`config.mk`:
```
export PLATFORM = sky130hd
export DESIGN_NAME = wdog_supervisor
export DESIGN_NICKNAME = d
export VERILOG_FILES = /design/src/rtl/wdsup_pkg.sv /design/src/rtl/wdsup_sync.sv /design/src/rtl/wdsup_timer.sv /design/src/rtl/wdsup_rstgen.sv /design/src/rtl/wdog_supervisor.sv
export SDC_FILE = /design/constraint.sdc
export NUM_CORES = 1
export LEC_CHECK = 0
export ABC_CLOCK_PERIOD_IN_PS = 2000
export BUFFER_PORTS_ARGS = -buffer_cell sky130_fd_sc_hd__buf_2
export CAP_MARGIN = 20
export CORE_ASPECT_RATIO = 1.1
export CORE_MARGIN = 5
export CORE_UTILIZATION = 56
export DETAILED_ROUTE_END_ITERATION = 16
export PLACE_DENSITY = 0.85
export RECOVER_POWER = 100
export SYNTH_ARGS = -nofsm -noshare
export SYNTH_HDL_FRONTEND = slang
export SYNTH_SLANG_ARGS = --single-unit
export TNS_END_PERCENT = 5
```
`constraint.sdc`:
```
create_clock -name clk -period 2 [get_ports clk]
set_input_delay 0.2 -clock clk [delete_from_list [all_inputs] [get_ports clk]]
set_output_delay 0.2 -clock clk [all_outputs]
set_load 0.005 [all_outputs]
```
`src/rtl/wdsup_pkg.sv`:
```
package wdsup_pkg;
   typedef enum logic [1:0] {
      RG_RUN   = 2'd0,
      RG_HOLD  = 2'd1,
      RG_DELAY = 2'd2
   } rg_state_e;

   function automatic int cnt_bits(input int n);
      return (n < 2) ? 1 : $clog2(n);
   endfunction
endpackage

```
`src/rtl/wdsup_sync.sv`:
```
module wdsup_sync #(
   parameter int STAGES = 2
) (
   input  logic clk,
   input  logic init_rst,
   input  logic lvl_async,
   input  logic en_async,
   output logic en_s,
   output logic strobe_edge
);
   generate
      if (STAGES < 2) begin : g_bad_stages
         $error("wdsup_sync: STAGES must be at least 2");
      end
   endgenerate

   logic [STAGES-1:0] lvl_q;
   logic [STAGES-1:0] en_q;
   logic              prev_q;

   always_ff @(posedge clk) begin
      if (init_rst) begin
         lvl_q  <= '0;
         en_q   <= '0;
         prev_q <= 1'b0;
      end else begin
         lvl_q  <= {lvl_q[STAGES-2:0], lvl_async};
         en_q   <= {en_q[STAGES-2:0], en_async};
         prev_q <= lvl_q[STAGES-1];
      end
   end

   assign en_s        = en_q[STAGES-1];
   assign strobe_edge = en_q[STAGES-1] & (lvl_q[STAGES-1] ^ prev_q);
endmodule

```
`src/rtl/wdsup_timer.sv`:
```
module wdsup_timer
   import wdsup_pkg::*;
#(
   parameter int LONG_TO  = 4096,
   parameter int SHORT_TO = 1024
) (
   input  logic clk,
   input  logic init_rst,
   input  logic tick,
   input  logic en_s,
   input  logic strobe_edge,
   input  logic long_sel,
   input  logic rst_act,
   input  logic low_line,
   output logic fire,
   output logic fault_n
);
   localparam int CW = cnt_bits(LONG_TO);

   generate
      if (SHORT_TO < 2 || LONG_TO < SHORT_TO) begin : g_bad_to
         $error("wdsup_timer: need 2 <= SHORT_TO <= LONG_TO");
      end
   endgenerate

   logic [CW-1:0] cnt_q;
   logic [CW-1:0] lim_m1;

   assign lim_m1 = long_sel ? CW'(LONG_TO - 1) : CW'(SHORT_TO - 1);

   always_ff @(posedge clk) begin
      if (init_rst || !en_s || rst_act) begin
         cnt_q <= '0;
         fire  <= 1'b0;
      end else begin
         fire <= 1'b0;
         if (strobe_edge) begin
            cnt_q <= '0;
         end else if (tick) begin
            if (cnt_q >= lim_m1) begin
               cnt_q <= '0;
               fire  <= 1'b1;
            end else begin
               cnt_q <= cnt_q + 1'b1;
            end
         end
      end
   end

   always_ff @(posedge clk) begin
      if (init_rst)                  fault_n <= 1'b1;
      else if (low_line || !en_s)    fault_n <= 1'b1;
      else if (fire)                 fault_n <= 1'b0;
      else if (strobe_edge && !rst_act) fault_n <= 1'b1;
   end

   p_disabled_r4: assert property (@(posedge clk) disable iff (init_rst)
      !en_s |=> !fire);
   p_lowline_fault_r11: assert property (@(posedge clk) disable iff (init_rst)
      low_line |=> fault_n);
   p_fault_fall_r5: assert property (@(posedge clk) disable iff (init_rst)
      $fell(fault_n) |-> $past(fire));
   p_hold_clear_r7: assert property (@(posedge clk) disable iff (init_rst)
      (!fault_n && rst_act && !low_line && en_s) |=> !fault_n);
endmodule

```
`src/rtl/wdsup_rstgen.sv`:
```
module wdsup_rstgen
   import wdsup_pkg::*;
#(
   parameter int RST_DLY = 128
) (
   input  logic clk,
   input  logic init_rst,
   input  logic tick,
   input  logic low_line,
   input  logic wd_fire,
   output logic rst_q,
   output logic rst_n_q
);
   localparam int DW = cnt_bits(RST_DLY);

   generate
      if (RST_DLY < 2) begin : g_bad_dly
         $error("wdsup_rstgen: RST_DLY must be at least 2");
      end
   endgenerate

   rg_state_e     st_q, st_d;
   logic [DW-1:0] cnt_q, cnt_d;

   always_comb begin
      st_d  = st_q;
      cnt_d = cnt_q;
      if (low_line) begin
         st_d  = RG_HOLD;
         cnt_d = '0;
      end else if (wd_fire) begin
         st_d  = RG_DELAY;
         cnt_d = '0;
      end else if (st_q != RG_RUN && tick) begin
         if (cnt_q == DW'(RST_DLY - 1)) begin
            st_d  = RG_RUN;
            cnt_d = '0;
         end else begin
            st_d  = RG_DELAY;
            cnt_d = cnt_q + 1'b1;
         end
      end
   end

   always_ff @(posedge clk) begin
      if (init_rst) begin
         st_q    <= RG_DELAY;
         cnt_q   <= '0;
         rst_q   <= 1'b1;
         rst_n_q <= 1'b0;
      end else begin
         st_q    <= st_d;
         cnt_q   <= cnt_d;
         rst_q   <= (st_d != RG_RUN);
         rst_n_q <= (st_d == RG_RUN);
      end
   end

   p_lowline_rst_r10: assert property (@(posedge clk) disable iff (init_rst)
      low_line |=> (rst_q && st_q == RG_HOLD));
   p_fire_rst_r5: assert property (@(posedge clk) disable iff (init_rst)
      wd_fire |=> rst_q);
endmodule

```
`src/rtl/wdog_supervisor.sv`:
```
module wdog_supervisor #(
   parameter int RST_DLY     = 128,
   parameter int LONG_TO     = 4096,
   parameter int SHORT_TO    = 1024,
   parameter int SYNC_STAGES = 2
) (
   input  logic clk,
   input  logic init_rst,
   input  logic tick,
   input  logic low_line,
   input  logic wd_level,
   input  logic wd_enable,
   input  logic long_sel,
   input  logic ce_in_n,
   output logic rst_n_o,
   output logic rst_o,
   output logic wd_fault_n,
   output logic ce_out_n
);
   logic en_s, strobe_edge, fire;

   wdsup_sync #(.STAGES(SYNC_STAGES)) u_sync (
      .clk(clk), .init_rst(init_rst), .lvl_async(wd_level), .en_async(wd_enable),
      .en_s(en_s), .strobe_edge(strobe_edge)
   );

   wdsup_timer #(.LONG_TO(LONG_TO), .SHORT_TO(SHORT_TO)) u_timer (
      .clk(clk), .init_rst(init_rst), .tick(tick), .en_s(en_s),
      .strobe_edge(strobe_edge), .long_sel(long_sel), .rst_act(rst_o),
      .low_line(low_line), .fire(fire), .fault_n(wd_fault_n)
   );

   wdsup_rstgen #(.RST_DLY(RST_DLY)) u_rstgen (
      .clk(clk), .init_rst(init_rst), .tick(tick), .low_line(low_line),
      .wd_fire(fire), .rst_q(rst_o), .rst_n_q(rst_n_o)
   );

   always_ff @(posedge clk) begin
      if (init_rst) ce_out_n <= 1'b1;
      else          ce_out_n <= ce_in_n | low_line;
   end

   p_inverse_r3: assert property (@(posedge clk) disable iff (init_rst)
      rst_o == !rst_n_o);
   p_ce_gate_r12: assert property (@(posedge clk) disable iff (init_rst)
      (!ce_in_n && !low_line) |=> !ce_out_n);
   p_ce_block_r12: assert property (@(posedge clk) disable iff (init_rst)
      (ce_in_n || low_line) |=> ce_out_n);
endmodule

```
==> flow_summary.ini <==
[cts]
inserted_clock_buffers = 5
number_of_h_tree_levels = 2
tritoncts_clock_tree = done
cts_root_buf = sky130_fd_sc_hd__clkbuf_4
cts.reportedPaths.clkPinSlew_ps = 90
post_cts_resized = 0
cts_hold_repair.buffers = 0
clock_latency_on_the_worst_skew_pair_ps = 330
cts.path.max_buffers = 2
cts_post_setup_buffers_inserted = 0
tritoncts_num_sinks = 31

[timing]
slew_of_the_pin_with_the_lowest_slew_margin_ps = 464
max_freq_mhz = 641
clock_skew_ps = 5.20
timing.hold.ws_ps = 45.5
relSlewSlack = 0.688
slew_viol_final = 0
hold_violations = 0
finalWorstPathRequiredPeriod_ps = 1560
setup_repair_after_global_routing_missed_its_margin = false
finalSetupViolCount = 0
fin_crit_sh = 0.780
fin_tns_setup_ps = 0

[detailed_routing]
drt-wirelength-per-cell_um = 12.1
drt.antenna.violating_nets = 0
route.detailed.drc = 0
totalWireLength_mm = 2.27
dr.pass1.iters = 4
via_per_inst = 5.35
detailedRoute.firstIterationViolations = 16
via_count = 1006

[synth]
postSynthNetCount = 154
synth_top_cell_by_area = sky130_fd_sc_hd__dfxtp_1
dominantRegCellSynth = sky130_fd_sc_hd__dfxtp_1
post_synth_inst_count = 142
post_synth_num_cell_types = 31
synthDominantCellAreaShare = 0.474
ys_top_cells_by_area = sky130_fd_sc_hd__dfxtp_1 47%, sky130_fd_sc_hd__nor2_1 7.4%, sky130_fd_sc_hd__xnor2_1 6.0%
synth_sequential_area_ratio = 0.474
async_reset_ff_frac = 0
postSynthRegisterBits = 31
synth-edff-count = 0
syn-cell-area_um2 = 1310
synth_area_per_cell_um2 = 9.23
synth-warning-count = 0

[pwr]
p_switching_mw = 0.237
power_switching_share = 0.217
leak_pwr_nw = 0.514
p_int_mw = 0.855
maximum_vdd_drop_mv = 0.464
clock_power_share = 0.376
power.combinational.fraction = 0.043
pwr_density_cell_nw_per_um2 = 760
sequentialPowerShare = 0.581

[critical_path]
number_of_cells_on_the_critical_path = 5
cp_num_buf_inv = 0
crit_type = flop to flop
cp_top_family = simple AND/OR/NAND/NOR gates
critPathArrivalTime_ps = 1790
critical_path.reg2reg.startpoint = u_timer.cnt_q[0]
setup.worst_path.end = u_timer.cnt_q[5]
critPathMaxStageDelay_ps = 370
critPathSlowestCell = sky130_fd_sc_hd__dfxtp_1
cp_data_required_time_ps = 2230
crit_path_start = u_timer.cnt_q[0]
cp-start-kind = flop
peak_fanout_along_the_critical_path = 12
crit_path_end_kind = flop
r2r_setup_slack_ps = 440
ff2ff_path_depth = 5
rr_endpoint = u_timer.cnt_q[5]
cp_cell_sequence = ha_1, nand4_1, nor4_4, or3_4, nor2_1

[floorplanning]
placement_rows = 18
dieHeight_um = 60.7
fp.coreArea_um2 = 2250
die_area_um2 = 3410
initial_core_util = 0.582
die_width_um = 56.1
ios = 12

[global_routing]
grt_first_pass_wirelength_mm = 3.93
grt-ovfl-total = 0
first_global_vias = 962
number_of_antenna_violations_at_the_first_check_in_global_routing = 0
grt_max_degree = 13
global_route.usage.total = 0.156

[layout]
drive_above_1_share = 0.120
num-fill-cells = 200
synthToLayoutAreaGrowth_pct = 9.65
antenna_cells = 0
final_nets = 169

[place]
dp_hpwl_mm = 1.74
globalplace.congestion = 0.730
placement.io_buffers = 11

[run]
max_cap_violations = 0

[hold_path]
min_path_type = input port to flop

[outcome]
status = finished, final reports clean
==> area by class of cell <==
cell class | count | area, um2 | share of cell area
multi-input cells | 104 | 646 | 0.449
flip-flops and latches | 31 | 621 | 0.432
repair buffers | 11 | 48.8 | 0.0340
inverters | 4 | 15.0 | 0.0105
well taps | 30 | 37.5 | 0.0261
clock buffers | 8 | 68.8 | 0.0479
==> through the flow <==
stage	instances	total power [mW]	utilization	area, um2	worst slack (ps)
final	188	1.09	0.638	1440	439
after global routing	188	1.14	0.638	1440	266
after CTS	188	1.11	0.641	1440	415
after detailed placement	180	0.696	0.610	1370	429
after global placement	180	0.693	0.610	1370	536
after floorplan	142	0.681	-	1310	576
==> per-layer routing <==
| layer | vias up | part of all wire | global-route usage |
|---|---|---|---|
| met5 | - | 0 | 0 |
| met4 | 0 | 0.030 | 0.0915 |
| met3 | 8 | 0.073 | 0.0681 |
| met2 | 28 | 0.51 | 0.289 |
| met1 | 461 | 0.39 | 0.145 |
| li1 | 509 | - | - |
==> flip-flops by register name, indices dropped and copies added, names as in the netlist, 2 cells and up <==
signal and cells:
u_timer.cnt_q 12, u_rstgen.cnt_q 7, u_rstgen.st_q 2, u_sync.en_q 2, u_sync.lvl_q 2
==> kinds of logic after synthesis <==
group	Yosys count	share of synthesized area
xor gates and xnor gates	14	0.0936
buffers and inverters	7	0.0334
and+or+nand+nor	66	0.264
AOI/OAI and AO/OA	18	0.0812
DFF	31	0.474
adders and majority gates	4	0.0382
muxes	2	0.0162
==> power groups by stage <==
stage / combinational (mW) / sequential (mW) / clock (mW)
after global placement: 0.0449 / 0.648 / 0
after floorplan: 0.0335 / 0.647 / 0
after global routing: 0.0531 / 0.636 / 0.452
after detailed placement: 0.0475 / 0.649 / 0
final: 0.0465 / 0.635 / 0.411
after CTS: 0.0476 / 0.634 / 0.426
==> cells in the final DEF, fill, tap and decap left out, drive strengths merged <==
master / synthesis / layout
dfxtp: 31 / 31
nor2: 26 / 26
nand2: 15 / 15
clkbuf: 2 / 13
xnor2: 9 / 9
a21oi: 7 / 7
buf: 1 / 6
xor2: 5 / 5
nor2b: 5 / 5
o21ai: 5 / 5
nand4: 5 / 5
or3: 5 / 5
inv: 4 / 4
nor3: 4 / 4
ha: 4 / 4
o211ai: 2 / 2
nor4: 2 / 2
nand3: 1 / 1
and3: 1 / 1
mux2i: 1 / 1
o31ai: 1 / 1
o21a: 1 / 1
mux2: 1 / 1
a31oi: 1 / 1
or2: 1 / 1
o32a: 1 / 1
nand2b: 1 / 1
==> cell usage after synthesis (2+ instances only) <==
| library cell | number |
|---|---|
| sky130_fd_sc_hd__ha_1 | 4 |
| sky130_fd_sc_hd__nor2b_1 | 5 |
| sky130_fd_sc_hd__or3_1 | 4 |
| sky130_fd_sc_hd__nand4_1 | 4 |
| sky130_fd_sc_hd__dfxtp_1 | 31 |
| sky130_fd_sc_hd__o211ai_1 | 2 |
| sky130_fd_sc_hd__a21oi_1 | 7 |
| sky130_fd_sc_hd__inv_1 | 4 |
| sky130_fd_sc_hd__nor2_1 | 26 |
| sky130_fd_sc_hd__xor2_1 | 5 |
| sky130_fd_sc_hd__nand2_1 | 15 |
| sky130_fd_sc_hd__o21ai_0 | 5 |
| sky130_fd_sc_hd__nor3_1 | 4 |
| sky130_fd_sc_hd__xnor2_1 | 9 |
==> how the worst min path moves through the flow <==
| stage | from | to | cells past startpoint |
|---|---|---|---|
| floorplan | ce_in_n | ce_out_n | 1 |
| global placement | ce_in_n | ce_out_n | 2 |
| detailed placement | ce_in_n | ce_out_n | 2 |
| CTS | ce_in_n | ce_out_n | 2 |
| global route | ce_in_n | ce_out_n | 2 |
| finish | ce_in_n | ce_out_n | 2 |
(Power assumes the default switching activity.)
